==> config.mk <==
export PLATFORM = sky130hd
export DESIGN_NAME = txslot_timer
export DESIGN_NICKNAME = d
export VERILOG_FILES = /design/src/rtl/txslot_pkg.sv /design/src/rtl/txslot_dur.sv /design/src/rtl/txslot_phase_cnt.sv /design/src/rtl/txslot_timer.sv
export SDC_FILE = /design/constraint.sdc
export NUM_CORES = 1
export LEC_CHECK = 0
export BUFFER_PORTS_ARGS = -buffer_cell sky130_fd_sc_hd__clkbuf_2
export CAP_MARGIN = 20
export CORE_UTILIZATION = 50
export DETAILED_ROUTE_END_ITERATION = 16
export PLACE_DENSITY = 0.73
export SETUP_SLACK_MARGIN = 0.02
export SYNTH_ARGS = -nofsm -noshare
export SYNTH_HDL_FRONTEND = slang
export SYNTH_HIERARCHICAL = 1
export SYNTH_SLANG_ARGS = --single-unit
==> constraint.sdc <==
create_clock -name clk -period 3.3 [get_ports clk]
set_input_delay 0.33 -clock clk [delete_from_list [all_inputs] [get_ports clk]]
set_output_delay 0.33 -clock clk [all_outputs]
set_load 0.005 [all_outputs]
==> src/rtl/txslot_pkg.sv <==
package txslot_pkg;

    typedef enum logic [3:0] {
        ST_IDLE,
        ST_RD_RATE,
        ST_RD_LEN,
        ST_LATCH,
        ST_WR_SEQ,
        ST_PRE,
        ST_PAY,
        ST_WR_STAT,
        ST_WR_B5
    } slot_state_e;

endpackage

==> src/rtl/txslot_dur.sv <==
module txslot_dur #(
    parameter int LENW      = 14,
    parameter int CW        = LENW + 3,
    parameter int PRE_LONG  = 192,
    parameter int PRE_SHORT = 96
) (
    input  logic            fast,
    input  logic            short_pre,
    input  logic [LENW-1:0] len,
    output logic [CW-1:0]   pre_ticks,
    output logic [CW-1:0]   pay_ticks
);

    always_comb begin
        pre_ticks = (fast && short_pre) ? CW'(PRE_SHORT) : CW'(PRE_LONG);
        pay_ticks = fast ? CW'({len, 2'b00}) : CW'({len, 3'b000});
    end

endmodule

==> src/rtl/txslot_phase_cnt.sv <==
module txslot_phase_cnt #(
    parameter int CW = 17
) (
    input  logic          clk,
    input  logic          rst_n,
    input  logic          load,
    input  logic [CW-1:0] load_val,
    input  logic          run,
    input  logic          tick,
    output logic          expire
);

    logic [CW-1:0] cnt_d, cnt_q;

    always_comb begin
        expire = run && tick && (cnt_q <= CW'(1));
        cnt_d  = cnt_q;
        if (load)
            cnt_d = load_val;
        else if (run && tick && cnt_q != '0)
            cnt_d = cnt_q - CW'(1);
    end

    always_ff @(posedge clk) begin
        if (!rst_n)
            cnt_q <= '0;
        else
            cnt_q <= cnt_d;
    end

endmodule

==> src/rtl/txslot_timer.sv <==
module txslot_timer
    import txslot_pkg::*;
#(
    parameter int          IDXW      = 12,
    parameter int          DW        = 16,
    parameter int          LENW      = 14,
    parameter int          SEQW      = 12,
    parameter int          SEQ_SHIFT = 4,
    parameter int          PRE_LONG  = 192,
    parameter int          PRE_SHORT = 96,
    parameter logic [15:0] RATE_FAST = 16'h0014
) (
    input  logic            clk,
    input  logic            rst_n,
    input  logic            tick_us,
    input  logic            start,
    input  logic [IDXW-1:0] slot_base,
    input  logic            short_pre,
    input  logic            seq_wr_en,
    input  logic [SEQW-1:0] seq_wr_val,
    output logic            mem_req,
    output logic            mem_we,
    output logic [IDXW:0]   mem_addr,
    output logic [DW/8-1:0] mem_wstrb,
    output logic [DW-1:0]   mem_wdata,
    input  logic [DW-1:0]   mem_rdata,
    output logic            busy,
    output logic            irq_pre,
    output logic            irq_done,
    output logic [SEQW-1:0] seq_num
);

    localparam int AW      = IDXW + 1;
    localparam int SW      = DW / 8;
    localparam int CW      = LENW + 3;
    localparam int OFS_LEN = 'hA;
    localparam int OFS_SEQ = 'hC + 22;
    localparam int OFS_B45 = 4;

    typedef struct packed {
        slot_state_e     st;
        logic [AW-1:0]   base;
        logic            fast;
        logic [LENW-1:0] len;
        logic [SEQW-1:0] seq;
        logic            irq_pre;
        logic            irq_done;
    } regs_t;

    regs_t d, q;

    logic          cnt_load, cnt_run, cnt_expire;
    logic [CW-1:0] cnt_val, pre_ticks, pay_ticks;

    txslot_dur #(
        .LENW(LENW), .CW(CW), .PRE_LONG(PRE_LONG), .PRE_SHORT(PRE_SHORT)
    ) u_dur (
        .fast      (q.fast),
        .short_pre (short_pre),
        .len       (q.len),
        .pre_ticks (pre_ticks),
        .pay_ticks (pay_ticks)
    );

    txslot_phase_cnt #(.CW(CW)) u_cnt (
        .clk      (clk),
        .rst_n    (rst_n),
        .load     (cnt_load),
        .load_val (cnt_val),
        .run      (cnt_run),
        .tick     (tick_us),
        .expire   (cnt_expire)
    );

    always_comb begin
        d          = q;
        d.irq_pre  = 1'b0;
        d.irq_done = 1'b0;
        mem_req    = 1'b0;
        mem_we     = 1'b0;
        mem_addr   = '0;
        mem_wstrb  = '0;
        mem_wdata  = '0;
        cnt_load   = 1'b0;
        cnt_val    = '0;
        cnt_run    = (q.st == ST_PRE) || (q.st == ST_PAY);

        unique case (q.st)
            ST_IDLE: begin
                if (seq_wr_en)
                    d.seq = seq_wr_val;
                if (start) begin
                    d.base = {slot_base, 1'b0};
                    d.st   = ST_RD_RATE;
                end
            end
            ST_RD_RATE: begin
                mem_req  = 1'b1;
                mem_addr = q.base;
                d.st     = ST_RD_LEN;
            end
            ST_RD_LEN: begin
                d.fast   = (mem_rdata == DW'(RATE_FAST));
                mem_req  = 1'b1;
                mem_addr = q.base + AW'(OFS_LEN);
                d.st     = ST_LATCH;
            end
            ST_LATCH: begin
                d.len    = mem_rdata[LENW-1:0];
                cnt_load = 1'b1;
                cnt_val  = pre_ticks;
                d.st     = ST_WR_SEQ;
            end
            ST_WR_SEQ: begin
                mem_req   = 1'b1;
                mem_we    = 1'b1;
                mem_addr  = q.base + AW'(OFS_SEQ);
                mem_wstrb = '1;
                mem_wdata = DW'(q.seq) << SEQ_SHIFT;
                d.st      = ST_PRE;
            end
            ST_PRE: begin
                if (cnt_expire) begin
                    cnt_load  = 1'b1;
                    cnt_val   = pay_ticks;
                    d.irq_pre = 1'b1;
                    d.seq     = q.seq + SEQW'(1);
                    d.st      = ST_PAY;
                end
            end
            ST_PAY: begin
                if (cnt_expire)
                    d.st = ST_WR_STAT;
            end
            ST_WR_STAT: begin
                mem_req   = 1'b1;
                mem_we    = 1'b1;
                mem_addr  = q.base;
                mem_wstrb = '1;
                mem_wdata = DW'(1);
                d.st      = ST_WR_B5;
            end
            ST_WR_B5: begin
                mem_req    = 1'b1;
                mem_we     = 1'b1;
                mem_addr   = q.base + AW'(OFS_B45);
                mem_wstrb  = SW'(2);
                mem_wdata  = '0;
                d.irq_done = 1'b1;
                d.st       = ST_IDLE;
            end
            default: d.st = ST_IDLE;
        endcase
    end

    always_ff @(posedge clk) begin
        if (!rst_n) begin
            q.st       <= ST_IDLE;
            q.base     <= '0;
            q.fast     <= 1'b0;
            q.len      <= '0;
            q.seq      <= '0;
            q.irq_pre  <= 1'b0;
            q.irq_done <= 1'b0;
        end else begin
            q <= d;
        end
    end

    assign busy     = (q.st != ST_IDLE);
    assign irq_pre  = q.irq_pre;
    assign irq_done = q.irq_done;
    assign seq_num  = q.seq;

endmodule

==> impl_metrics.csv <==
group,metric,value,unit
setup_path,critPathCapture,"u_cnt/cnt_q[6]$_SDFFE_PN0P_",
finish,area_growth,11.58,%
finish,final_layout_size_suffix_gt1_frac,0.2391,
yosys,synth_top_family_by_area,"compound AO/OA/AOI/OAI gates",
floorplanning,io_pins,94,
finish,design_area,0.004990,mm²
place,portBuffers,89,
setup_path,crit_type,"flip-flop to flip-flop",
finish,final_net_count,688,
finish,fin_cells,748,
yosys,synth_seq_cells,62,
yosys,synthAdderAreaFrac,0.01931,
setup_path,crit_path_max_fanout,16,
yosys,synth-compound-area-share,0.2641,
clocking,clk_path_buf_depth,2,
setup_path,endpoint_kind,"flip-flop",
clocking,cts_buffers,9,
yosys,synth-seq-area-share,0.2776,
route,routed_wl,10760,µm
place,dpl.hpwl,7782,µm
power,pwr_density_cell,391.6,mW/mm²
floorplanning,dieWidth,96.57,µm
floorplanning,die_h,96.57,µm
run,drv_cap,0,
timing,worst_slew_pin_slew,0.7994,ns
timing,finalHoldViolCount,0,
floorplanning,dieArea,0.009326,mm²
power,max-vdd-ir-drop,0.3591,mV
clocking,cts_resized,0,
grt,grt-ovfl-total,0,
timing,setup_viol,0,
route,via_per_inst,5.755,
yosys,async_reset_ff_frac,0,
yosys,synthSimpleGateAreaFrac,0.2613,
yosys,synth_area,0.004472,mm²
setup_path,crit_path_start_kind,"flip-flop",
yosys,synth_cell_types,77,
yosys,synth-xor-area-share,0.02546,
setup_path,r2r_cells,11,
timing,period_needed,3.018,ns
yosys,ys_warn_count,6,
yosys,syn_area_per_cell,7.750,µm²
timing,period_share,0.9146,
hold_path,holdPathStages,3,
clocking,cts.sinks,62,
place,placed_area,0.004772,mm²
route,num_vias,4305,
place,place.gp.congestion,0.8701,
route,drt-wirelength-per-cell,14.38,µm
route,ant_nets,0,
timing,whs,0.2082,ns
floorplanning,std_cell_rows,34,
timing,relSlewSlack,0.4630,
timing,timing.setup.tns,0,ns
timing,slew_violations,0,
place,dpl.cell_count,732,
hold_path,hold_path.class,"primary input to flip-flop",
clocking,cts_tree,"built",
yosys,synth_edf_count,0,
setup_path,r2r_start,"q[45]$_SDFFE_PN0P_",
clocking,hold_buffers,0,
clocking,cts_setup_buffers,0,
route,drc,0,
power,power.leakage,2.015,nW
setup_path,cp.arrival,3.28,ns
clocking,clkTransAtPathRegs,0.07,ns
route,first_pass_iters,5,
clocking,cts-root-buf,"clkbuf_8",
grt,grt_pass1_vias,3613,
grt,grt_usage,0.2308,
grt,grt_pass1_wl,16830,µm
grt,grt_max_degree,38,
floorplanning,start_util,0.5153,
yosys,syn_inst,577,
setup_path,startpoint,"q[45]$_SDFFE_PN0P_",
timing,rsz0062_at_grt,"true",
floorplanning,core,0.008678,mm²
timing,fmax,331.3,MHz
setup_path,r2r_slack,0.28,ns
finish,n_antenna_cell,0,
outcome,run_status,"complete, no violations",
yosys,synth_mux_area_frac,0.04001,
setup_path,cp.required,3.56,ns
clocking,clk_latency,0.35,ns
grt,antenna_found_initial,0,
route,drtIter0Drc,345,
clocking,htree_num_levels,3,
setup_path,rr_endpoint,"u_cnt/cnt_q[6]$_SDFFE_PN0P_",
yosys,synthFlopType,"dfxtp_1",
timing,clock_skew,0.01135,ns
==> state kept, by name (all words and copies together) (netlist names) <==
register	count
q	31
irq_done	1
u_cnt/cnt_q	17
seq_num	12
irq_pre	1
==> layout make-up <==
class / instances / area, µm²
fillers: 822 / 3689
multi-input cells: 449 / 2819
clock inverters: 4 / 72.57
repair buffers: 100 / 528.0
well taps: 108 / 135.1
clock buffers: 11 / 131.4
repair inverters: 1 / 7.507
flip-flops and latches: 62 / 1244
inverters: 13 / 52.55
==> metrics by stage <==
| step | power (W) | setup WS [ns] | utilization |
|---|---|---|---|
| after CTS | 0.001957 | 0.2593 | 0.5734 |
| after global routing | 0.002060 | 0.01159 | 0.5750 |
| final | 0.001954 | 0.2818 | 0.5750 |
| after detailed placement | 0.001254 | 0.2681 | 0.5499 |
| after floorplan | 0.001156 | 0.3466 | - |
| after global placement | 0.001245 | 0.3918 | 0.5499 |
==> where the power goes <==
group          leakage, nW  internal (W)  switching (W)
combinational         1.41      0.000166       0.000229
clock               0.0994      0.000420       0.000289
sequential           0.505      0.000789      0.0000616
==> cell usage after synthesis (all sizes together), types with 5 or more instances <==
master   number  area share
o211ai        5      0.0084
nand2        67       0.056
and3          9       0.013
or3           5      0.0081
a211oi        9       0.015
ha            6       0.017
o21ai        45       0.050
buf          46       0.078
a21oi        52       0.058
a22o         17       0.033
a31oi         9       0.016
a21o          5      0.0084
mux2         13       0.038
dfxtp        62        0.28
nand2b        7      0.0098
xnor2         8       0.016
nor2         31       0.026
nor3         16       0.018
clkbuf       25       0.021
inv          13       0.011
nor4          6       0.015
nand3        27       0.030
a2111oi       5       0.018
and2         17       0.024
xor2          5      0.0098
==> worst min path at each step <==
stage | start | to | slack [ns]
2_1_floorplan | q[27]$_SDFFE_PN0N_ | q[27]$_SDFFE_PN0N_ | 0.44
3_3_place_gp | q[19]$_SDFFE_PN0N_ | q[19]$_SDFFE_PN0N_ | 0.46
3_5_place_dp | q[17]$_SDFFE_PN0N_ | q[17]$_SDFFE_PN0N_ | 0.46
4_1_cts | seq_wr_val[0] | seq_num[0]$_SDFFE_PN0P_ | 0.20
5_1_grt | slot_base[0] | q[30]$_SDFFE_PN0P_ | 0.21
6_report | seq_wr_val[0] | seq_num[0]$_SDFFE_PN0P_ | 0.21
==> routing by layer <==
metal / global-route usage / wire (µm)
met4: 0.07966 / 91
met1: 0.3160 / 5139
met5: 0 / 0
met3: 0.04538 / 473
met2: 0.3603 / 5051
==> critical path, stage by stage, from the launching register on <==
cell        delay (ns)
dfxtp_1           0.45
nand2b_1          0.26
a21oi_1           0.22
nand2_1           0.21
nor2b_1           0.18
and3_1            0.23
inv_1             0.10
or2_1             0.33
nand2_1           0.25
clkinvlp_4        0.29
and4_1            0.25
nor3_1            0.16
==> cells in the final DEF, fill, tap and decap left out, types with 5 or more instances in the layout <==
cell      count
nand2_1      67
nor2_1       31
clkbuf_2     89
a21o_1        5
xnor2_1       8
dfxtp_1      60
nor3_1       15
xor2_1        5
clkbuf_8      9
and3_1        9
and2_1       15
inv_1        11
buf_4        11
a31oi_1       8
a21oi_1      52
a22o_1       17
ha_1          6
a211oi_1      9
mux2_2        7
conb_1       21
nand3_1      27
mux2_4        6
o21ai_0      43
nand2b_1      7
o211ai_1      5
==> cell families (layout without fill, tap and decap cells) <==
family,after synthesis,in the layout
compound gates,175,175
fa+ha+maj,7,7
other cells,3,21
xor+xnor,13,13
mux,14,14
flops,62,62
simple gates,219,219
buf+inv,84,129
Note: power is estimated with default switching activity, not from simulation.
